**config.mk**
```make
export PLATFORM = sky130hd
export DESIGN_NAME = wdog_guard
export DESIGN_NICKNAME = d
export VERILOG_FILES = /design/src/rtl/wdog_pkg.sv /design/src/rtl/wdog_prescale.sv /design/src/rtl/wdog_count.sv /design/src/rtl/wdog_seq_fsm.sv /design/src/rtl/wdog_guard.sv
export SDC_FILE = /design/constraint.sdc
export NUM_CORES = 1
export LEC_CHECK = 0
export ABC_AREA = 1
export BUFFER_PORTS_ARGS = -buffer_cell sky130_fd_sc_hd__buf_2
export CAP_MARGIN = 20
export CORE_ASPECT_RATIO = 1.25
export CORE_UTILIZATION = 40
export CTS_BUF_LIST = sky130_fd_sc_hd__clkbuf_2 sky130_fd_sc_hd__clkbuf_4 sky130_fd_sc_hd__clkbuf_8
export CTS_CLUSTER_DIAMETER = 100
export DETAILED_ROUTE_END_ITERATION = 10
export GPL_TIMING_DRIVEN = 0
export PLACE_DENSITY = 0.6
export SLEW_MARGIN = 25
export SYNTH_ARGS = -nofsm -noshare
export SYNTH_HDL_FRONTEND = slang
export SYNTH_HIERARCHICAL = 1
export SYNTH_SLANG_ARGS = --single-unit
```
**constraint.sdc**
```tcl
create_clock -name clk -period 4.19 [get_ports clk]
set_input_delay 0.2095 -clock clk [delete_from_list [all_inputs] [get_ports clk]]
set_output_delay 0.2095 -clock clk [all_outputs]
set_load 0.05 [all_outputs]
```
**src/rtl/wdog_pkg.sv**
```systemverilog
package wdog_pkg;
    typedef enum logic [1:0] {
        WD_IDLE  = 2'd0,
        WD_RUN   = 2'd1,
        WD_ARMED = 2'd2
    } wd_state_e;

    localparam logic [1:0] ADR_CTRL   = 2'd0;
    localparam logic [1:0] ADR_STATUS = 2'd1;
    localparam logic [1:0] ADR_RELOAD = 2'd2;

    localparam int CTL_ARM_BIT   = 0;
    localparam int CTL_START_BIT = 1;
endpackage

```
**src/rtl/wdog_prescale.sv**
```systemverilog
module wdog_prescale #(
    parameter int DIV = 16
) (
    input  logic clk,
    input  logic rst_n,
    input  logic en,
    input  logic clr,
    output logic tick
);
    localparam int PW = (DIV > 1) ? $clog2(DIV) : 1;
    localparam logic [PW-1:0] LAST = PW'(DIV - 1);

    logic [PW-1:0] pre_q;

    always_ff @(posedge clk or negedge rst_n) begin
        if (!rst_n) begin
            pre_q <= '0;
        end else if (clr || !en) begin
            pre_q <= '0;
        end else if (pre_q == LAST) begin
            pre_q <= '0;
        end else begin
            pre_q <= pre_q + 1'b1;
        end
    end

    assign tick = en && !clr && (pre_q == LAST);
endmodule

```
**src/rtl/wdog_count.sv**
```systemverilog
module wdog_count #(
    parameter int CNT_W = 15,
    parameter int REL_W = 7
) (
    input  logic             clk,
    input  logic             rst_n,
    input  logic             load,
    input  logic [REL_W-1:0] reload,
    input  logic             step,
    output logic [CNT_W-1:0] value,
    output logic             at_max
);
    localparam int LOW_W = CNT_W - REL_W;

    logic [CNT_W-1:0] cnt_q;

    always_ff @(posedge clk or negedge rst_n) begin
        if (!rst_n) begin
            cnt_q <= '0;
        end else if (load) begin
            cnt_q <= {reload, {LOW_W{1'b0}}};
        end else if (step) begin
            cnt_q <= cnt_q + 1'b1;
        end
    end

    assign value  = cnt_q;
    assign at_max = &cnt_q;
endmodule

```
**src/rtl/wdog_seq_fsm.sv**
```systemverilog
module wdog_seq_fsm
    import wdog_pkg::*;
(
    input  logic      clk,
    input  logic      rst_n,
    input  logic      start_wr,
    input  logic      arm_wr,
    input  logic      other_wr,
    input  logic      ovf,
    output wd_state_e state_o,
    output logic      load,
    output logic      trip,
    output logic      rst_req
);
    wd_state_e state_q, state_d;

    always_ff @(posedge clk or negedge rst_n) begin
        if (!rst_n) begin
            state_q <= WD_IDLE;
        end else begin
            state_q <= state_d;
        end
    end

    always_comb begin
        state_d = state_q;
        load    = 1'b0;
        trip    = 1'b0;
        unique case (state_q)
            WD_IDLE: begin
                if (start_wr) begin          // START
                    state_d = WD_RUN;
                    load    = 1'b1;
                end
            end
            WD_RUN: begin
                if (ovf) begin               // TRIP
                    state_d = WD_IDLE;
                    trip    = 1'b1;
                end else if (arm_wr) begin   // ARM
                    state_d = WD_ARMED;
                end
            end
            WD_ARMED: begin
                if (start_wr) begin          // REFRESH
                    state_d = WD_RUN;
                    load    = 1'b1;
                end else if (ovf) begin      // TRIP
                    state_d = WD_IDLE;
                    trip    = 1'b1;
                end else if (other_wr) begin // DISARM
                    state_d = WD_RUN;
                end
            end
            default: begin
                state_d = WD_IDLE;
            end
        endcase
    end

    always_ff @(posedge clk or negedge rst_n) begin
        if (!rst_n) begin
            rst_req <= 1'b0;
        end else begin
            rst_req <= trip;
        end
    end

    assign state_o = state_q;
endmodule

```
**src/rtl/wdog_guard.sv**
```systemverilog
module wdog_guard
    import wdog_pkg::*;
#(
    parameter int DATA_W = 8,
    parameter int REL_W  = 7,
    parameter int CNT_W  = 15,
    parameter int PRE_DIV = 16
) (
    input  logic              clk,
    input  logic              rst_n,
    input  logic              wr_en,
    input  logic [1:0]        addr,
    input  logic [DATA_W-1:0] wr_data,
    output logic [DATA_W-1:0] rd_data,
    output logic              wdt_rst_req
);
    localparam int CTL_HI = DATA_W - 1;

    wd_state_e        fsm_state;
    logic [CNT_W-1:0] cnt_val;
    logic [REL_W-1:0] reload_q;
    logic             status_q;
    logic             ctrl_wr, ctrl_clean;
    logic             start_wr, arm_wr, other_wr;
    logic             load, trip, tick, at_max, ovf, running;

    assign ctrl_wr    = wr_en && (addr == ADR_CTRL);
    assign ctrl_clean = (wr_data[CTL_HI:CTL_START_BIT+1] == '0);
    assign start_wr   = ctrl_wr && ctrl_clean && wr_data[CTL_START_BIT];
    assign arm_wr     = ctrl_wr && ctrl_clean && !wr_data[CTL_START_BIT]
                        && wr_data[CTL_ARM_BIT];
    assign other_wr   = wr_en && !start_wr && !arm_wr;
    assign running    = (fsm_state != WD_IDLE);
    assign ovf        = tick && at_max;

    wdog_seq_fsm u_fsm (
        .clk      (clk),
        .rst_n    (rst_n),
        .start_wr (start_wr),
        .arm_wr   (arm_wr),
        .other_wr (other_wr),
        .ovf      (ovf),
        .state_o  (fsm_state),
        .load     (load),
        .trip     (trip),
        .rst_req  (wdt_rst_req)
    );

    wdog_prescale #(.DIV(PRE_DIV)) u_pre (
        .clk   (clk),
        .rst_n (rst_n),
        .en    (running),
        .clr   (load),
        .tick  (tick)
    );

    wdog_count #(.CNT_W(CNT_W), .REL_W(REL_W)) u_cnt (
        .clk    (clk),
        .rst_n  (rst_n),
        .load   (load),
        .reload (reload_q),
        .step   (tick),
        .value  (cnt_val),
        .at_max (at_max)
    );

    always_ff @(posedge clk or negedge rst_n) begin
        if (!rst_n) begin
            reload_q <= '0;
        end else if (trip) begin
            reload_q <= '0;
        end else if (wr_en && addr == ADR_RELOAD) begin
            reload_q <= wr_data[REL_W-1:0];
        end
    end

    always_ff @(posedge clk or negedge rst_n) begin
        if (!rst_n) begin
            status_q <= 1'b0;
        end else if (trip) begin
            status_q <= 1'b1;
        end else if (wr_en && addr == ADR_STATUS) begin
            status_q <= wr_data[0];
        end
    end

    always_comb begin
        rd_data = '0;
        unique case (addr)
            ADR_CTRL: begin
                rd_data[CTL_ARM_BIT]   = (fsm_state == WD_ARMED);
                rd_data[CTL_START_BIT] = running;
            end
            ADR_STATUS: rd_data[0] = status_q;
            ADR_RELOAD: rd_data[REL_W-1:0] = reload_q;
            default:    rd_data = '0;
        endcase
    end
endmodule

```
==> results.md, run 1 <==
- Worst Reg-to-Reg Cells: 11
- Placer Congestion: 0.828
- Via count: 1,743
- Clk root buf: clkbuf_8
- Slowest stage delay, CP: 0.51 ns
- Worst min path class: input pin to register
- # DRC: 0
- CP Data Required Time: 4.34 ns
- Antenna-violating nets left: 0
- Num CTS Buffers: 5
- Clk_skew: 0.00679 ns
- Nets@finish: 308
- Pin count of the biggest net entering global routing: 31
- Setup TNS: 0 ns
- Max-slew headroom: 52.8%
- 1st-iter DRT viols: 60
- Crit path buf inv count: 3
- CP max-delay cell: nor2_1
- Sequential share of the synthesized area: 38.8%
- Final min period: 2.41 ns
- Register bit total from synthesis: 30
- Delay-heaviest family, CP: simple AND/OR/NAND/NOR gates
- Post-CTS Setup Bufs: 0
- Via-per-instance ratio: 5.01
- Row cnt: 27
- Initial antenna violation count: 0
- Post-Syn Instances: 261
- CTS tree: built
- Pwr dens: 375 nW/um^2
- Antenna diodes: 0
- Die H: 79.8 um
- Overall routing resource usage: 19.2%
- Commonest non-fill, non-tap cell in the layout: nand2_1
- Vias in the first global route: 1,767
- Maxcap violations: 0
- Worst-path cell chain: nor2_1, inv_1, nand2_1, nor2_1, nand2_1, inv_1, nand2_1, a21oi_1, inv_1, nand4_1, o22ai_1
- Leak pwr: 0.00113 uW
- Distinct cells, synth: 33
- Clock sink count: 30
- WL/cell: 12.3 um
- VDD IR max: 280 uV
- H-tree depth: 2
- Most frequent cells in the layout: nand2_1 (56), inv_1 (38), nor2_1 (36), dfrtp_1 (30), nand3_1 (24)
- Global-route wire length before repair: 7560 um
- Hold path depth: 3
- DIE AREA: 5130 sq um
- Non-filler instance count after layout: 348
- Grt ovf: 0
- Max FO, Critical Path: 7
- Initial core utilization: 42.8%
- Post-Syn Area: 1940 sq um
- Die W: 64.2 um
- I/O pin count: 22
- Post-DP HPWL: 3250 um
- Endpoints failing hold: 0
- Routed WL: 4280 um
- Fmax: 415 MHz
- CP Capture Type: register
- Input/output buffers: 20
- Clock transition at the registers of the reported paths: 0.07 ns
- DRT Pass-1 Iters: 4
- Post-route clock period utilization: 57.6%
- Layout cell share with drive strength beyond 1: 18.6%
- Core area: 4530 sq um
- Setup CP Type: register to register
- CP Depth: 11
- Synthesis Warnings: 6
- Max Slew Vio Count: 0
- Worst Tran Pin Value: 0.708 ns
- Final Setup Violations: 0
- RSZ-0062 raised after global routing: no
- P&R area growth vs syn: 14.3%
- Clk Latency, worst-skew pair: 0.28 ns
- CTS max path bufs: 2
- Post-Place Cells: 339
- Avg Cell Area, Syn: 7.42 sq um
- Status: completed
- Net count after synthesis: 280
- Worst setup SP type: register
- CP arrival: 2.56 ns
-- stage by stage --
step           cell area (sq um)  power [uW]  hold WS (ns)  setup slack, ns  utilization, %
5_1_grt                     2210         890         0.223             1.50            48.9
4_1_cts                     2210         840         0.199             1.75            48.9
2_1_floorplan               1940         529       -0.0861             2.15               -
3_3_place_gp                2110         584         0.306             1.54            46.6
6_report                    2210         830         0.208             1.78            48.9
3_5_place_dp                2110         586         0.298             1.51            46.6
-- tightest hold or removal path, stage by stage --
cell and delay [ns]:
buf_2 0.10, nand3_1 0.07, o21ai_0 0.07
-- power breakdown --
part / internal, uW / switching (uW)
logic: 78.7 / 137
clock network: 139 / 110
registers: 327 / 37.6
total: 545 / 285
-- synthesized netlist by cell type, drive strengths merged --
cell type   n  area (sq um)
o21ai       8          51.3
nand4       8          50.1
inv        42           158
xnor2       1          8.76
nand2      61           246
o211ai      1          7.51
a21oi       8          43.8
o21bai      1          11.3
or2         1          6.26
nor2       45           229
ha          6          75.1
nor4        1          6.26
nand3      26           140
buf         2          18.8
conb        1          3.75
o31ai       1          7.51
o22ai       5          31.3
nand3b      2          15.0
a22oi       7          52.6
nor3        3          15.0
dfrtp      30           751
a22o        1          8.76
-- registers in the layout (all words and copies together) (netlist names) --
register	count
u_cnt/value	15
reload_q	7
u_pre/pre_q	4
u_fsm/state_o	2
status_q	1
u_fsm/rst_req	1
-- routing by layer --
metal,wire length (um),GRT usage [%]
met5,0,0
met4,116,9.78
met3,98,3.86
met2,2080,33.5
met1,1990,22.0
-- final timing paths --
kind | from | endpoint | slack (ns)
max | u_fsm/state_o[0]$_DFFE_PN0P_ | reload_q[1]$_DFFE_PN0P_ | 1.78
min | wr_data[3] | reload_q[3]$_DFFE_PN0P_ | 0.21
max reg2reg | u_fsm/state_o[0]$_DFFE_PN0P_ | reload_q[1]$_DFFE_PN0P_ | 1.78
min reg2reg | u_pre/pre_q[0]$_DFF_PN0_ | u_pre/pre_q[0]$_DFF_PN0_ | 0.49
max in group asynchronous | rst_n | reload_q[5]$_DFFE_PN0P_ | 3.22
min in group asynchronous | rst_n | u_cnt/value[11]$_DFFE_PN0P_ | 0.51
-- repair_timing --
action | in CTS | in global routing
hold endpoints to repair | 30 | 0
gates resized for setup | 0 | 0
hold buffers | 1 | 0
endpoints found under the setup margin | 0 | 0
-- area by class of cell --
| class | instances | area, sq um |
|---|---|---|
| well taps | 58 | 72.6 |
| inverters | 42 | 158 |
| clock inverters | 1 | 5.00 |
| clock buffers | 7 | 90.1 |
| plain buffers | 2 | 18.8 |
| multi-input cells | 187 | 1010 |
| fillers | 488 | 2310 |
| repair buffers | 21 | 110 |
| flip-flops and latches | 30 | 751 |
-- cell families (layout without fill, tap and decap cells) --
family | count (synthesis) | in the layout | synth area share (%)
adders and majority gates | 6 | 6 | 3.88
DFF | 30 | 30 | 38.8
other | 1 | 1 | 0.194
buffers and inverters | 44 | 73 | 9.11
and+or+nand+nor | 147 | 147 | 36.6
AOI/OAI and AO/OA | 32 | 32 | 11.0
xor gates and xnor gates | 1 | 1 | 0.452
No activity file was read; power rests on OpenSTA's default activity.
==> run 2: changes to the inputs <==
--- a/config.mk
+++ b/config.mk
@@ -14,7 +14,7 @@
 export CTS_CLUSTER_DIAMETER = 100
 export DETAILED_ROUTE_END_ITERATION = 10
 export GPL_TIMING_DRIVEN = 0
-export PLACE_DENSITY = 0.6
+export PLACE_DENSITY = 0.62
 export SLEW_MARGIN = 25
 export SYNTH_ARGS = -nofsm -noshare
 export SYNTH_HDL_FRONTEND = slang
==> constraint.sdc (replaced) <==
create_clock -name clk -period 1.99 [get_ports clk]
set_input_delay 0.0995 -clock clk [delete_from_list [all_inputs] [get_ports clk]]
set_output_delay 0.0995 -clock clk [all_outputs]
set_load 0.05 [all_outputs]
==> run 2 against run 1 <==
Core utilization increased by 3.6 points. Critical path depth increased by 1. Global-route usage decreased by 0.66 points. Fmax increased by 30%. Worst hold slack got worse by 0.11 ns. Total power increased by 110%. Clock skew decreased by 0.0026 ns. Critical endpoint is now reload_q[5]$_DFFE_PN0P_. Count of clock-buffer cells in the layout unchanged. Sequential cell count unchanged.
==> results.md, run 2 (synthesized netlist as in run 1, its figures left out) <==
- Status: completed
- Setup CP Type: register to register
- H-tree depth: 2 (unchanged)
- Max-slew headroom: 54.0% (+1.2 points)
- Antenna diodes: 0 (unchanged)
- Final hold slack: 0.0960 ns (-0.112 ns)
- Input/output buffers: 20 (unchanged)
- Via count: 1,817 (+4.2%)
- RSZ-0062 raised after global routing: no
- CTS max path bufs: 2 (unchanged)
- CP Data Required Time: 2.14 ns (-2.20 ns)
- Clk root buf: clkbuf_8
- Max Slew Vio Count: 0 (unchanged)
- Setup TNS: 0 ns (unchanged)
- Num CTS Buffers: 5 (unchanged)
- DIE AREA: 5130 sq um (unchanged)
- Total power draw: 1750 uW (+110%)
- Final Setup Violations: 0 (unchanged)
- CP arrival: 2.01 ns (-0.55 ns)
- Non-filler instance count after layout: 361 (+3.7%)
- Endpoints failing hold: 0 (unchanged)
- Post-route clock period utilization: 93.2% (+36 points)
- Overall routing resource usage: 18.5% (-0.66 points)
- Most frequent cells in the layout: nand2_1 (53), inv_1 (36), nor2_1 (33), dfrtp_1 (28), nand3_1 (23)
- Routed WL: 4350 um (+1.5%)
- Clk_skew: 0.00421 ns (-0.00258 ns)
- Row cnt: 27 (unchanged)
- VDD IR max: 494 uV (+76%)
- Worst slack at placement: -0.528 ns (-2.04 ns)
- Global-route wire length before repair: 7290 um (-3.5%)
- Met1 wire length: 1920 um (-3.6%)
- Placer Congestion: 0.784 (-5.3%)
- Commonest non-fill, non-tap cell in the layout: nand2_1
- Worst Reg-to-Reg Cells: 12 (+1)
- Clock transition at the registers of the reported paths: 0.06 ns (about the same)
- Nets@finish: 322 (+4.5%)
- DRT Pass-1 Iters: 4 (unchanged)
- Clk Latency, worst-skew pair: 0.28 ns (about the same)
- Leak pwr: 0.00120 uW (+5.7%)
- Layout cell share with drive strength beyond 1: 27.1% (+8.4 points)
- Initial antenna violation count: 0 (unchanged)
- Max Used Layer: met4
- # DRC: 0 (unchanged)
- Die W: 64.2 um (unchanged)
- Worst min path class: input pin to register
- Met3 wire length: 126 um (+29%)
- Maxcap violations: 0 (unchanged)
- Max FO, Critical Path: 5 (-2)
- Hold path depth: 3 (unchanged)
- Worst setup SP type: register
- Grt ovf: 0 (unchanged)
- Clock sink count: 30 (unchanged)
- Die H: 79.8 um (unchanged)
- Via-per-instance ratio: 5.03 (+0.49%)
- WL/cell: 12.0 um (-2.2%)
- Largest register FFs: 15 (unchanged)
- I/O pin count: 22 (unchanged)
- CP Capture Type: register
- Worst setup slack after layout: 0.136 ns (-1.64 ns)
- Vias in the first global route: 1,674 (-5.3%)
- Initial core utilization: 42.8% (unchanged)
- Final min period: 1.85 ns (-0.557 ns)
- 1st-iter DRT viols: 39 (-35%)
- P&R area growth vs syn: 22.7%
- Post-DP HPWL: 3160 um (-2.9%)
- Worst Tran Pin Value: 0.690 ns (-0.0186 ns)
- Post-Place Cells: 339 (unchanged)
- Fmax: 539 MHz (+30%)
- Core area: 4530 sq um (unchanged)
- Antenna-violating nets left: 0 (unchanged)
- Met2 WL: 2200 um (+5.8%)
- CTS tree: built
- Pwr dens: 735 nW/um^2 (+96%)
- Pin count of the biggest net entering global routing: 31 (unchanged)
-- run 2: cell count changes in the layout (fill, tap and decap cells not counted), sizes merged --
cell	previous run	this run
buf	22	36
clkinv	1	0
-- run 2: final timing paths --
| kind | from | to | slack (ns) |
|---|---|---|---|
| worst min register to register | u_pre/pre_q[0]$_DFF_PN0_ | u_pre/pre_q[0]$_DFF_PN0_ | 0.49 |
| worst min-delay path | wr_data[4] | reload_q[4]$_DFFE_PN0P_ | 0.1 |
| max in group asynchronous | rst_n | u_fsm/state_o[1]$_DFFE_PN0P_ | 1.11 |
| worst max register to register | u_cnt/value[1]$_DFFE_PN0P_ | reload_q[5]$_DFFE_PN0P_ | 0.14 |
| min in group asynchronous | rst_n | u_cnt/value[7]$_DFFE_PN0P_ | 0.40 |
| worst max-delay path | u_cnt/value[1]$_DFFE_PN0P_ | reload_q[5]$_DFFE_PN0P_ | 0.14 |
-- run 2: metal layers --
metal | GRT usage (%) | up-vias
met3 | 4.00 | 7
met4 | 9.11 | 0
li1 | - | 931
met2 | 32.5 | 32
met1 | 21.0 | 847
met5 | 0 | -
-- run 2: timing repair --
item / in CTS / in global routing
endpoints found under the setup margin: 10 / 9
endpoints found under the hold margin: 30 / 0
resized for setup: 8 / 12
pin swaps: 2 / 4
hold buffers: 1 / 0
setup buffers: 2 / 12
-- run 2: layout make-up --
type / instances / area (sq um)
plain buffers: 2 / 18.8
clock buffers: 7 / 83.8
fillers: 450 / 2150
inverters: 42 / 158
multi-input cells: 187 / 1080
flip-flops and latches: 30 / 753
well taps: 58 / 72.6
repair buffers: 35 / 215
-- run 2: where the power goes --
part / total, uW / internal (uW) / switching [uW] / leakage (uW)
Combinational: 492 / 181 / 311 / 0.000764
Sequential: 772 / 693 / 78.6 / 0.000388
Clock: 485 / 267 / 217 / 0.0000452
Total: 1750 / 1140 / 607 / 0.00120
-- run 2: per-stage QoR --
| stage | utilization [%] | cell area [sq um] |
|---|---|---|
| 4_1_cts | 49.5 | 2240 |
| 5_1_grt | 52.5 | 2380 |
| 3_5_place_dp | 46.6 | 2110 |
| 2_1_floorplan | - | 1940 |
| 6_report | 52.5 | 2380 |
| 3_3_place_gp | 46.6 | 2110 |
-- run 2: worst max-delay path, cell delays in order (launching register included) --
cell and delay [ns]:
dfrtp_1 0.42, ha_4 0.18, inv_2 0.04, nor2_4 0.08, nand3_2 0.09, nor3_2 0.12
nand2_1 0.08, inv_2 0.09, nand2_2 0.06, a21oi_2 0.13, inv_2 0.10, nand4_1 0.20
o22ai_1 0.12
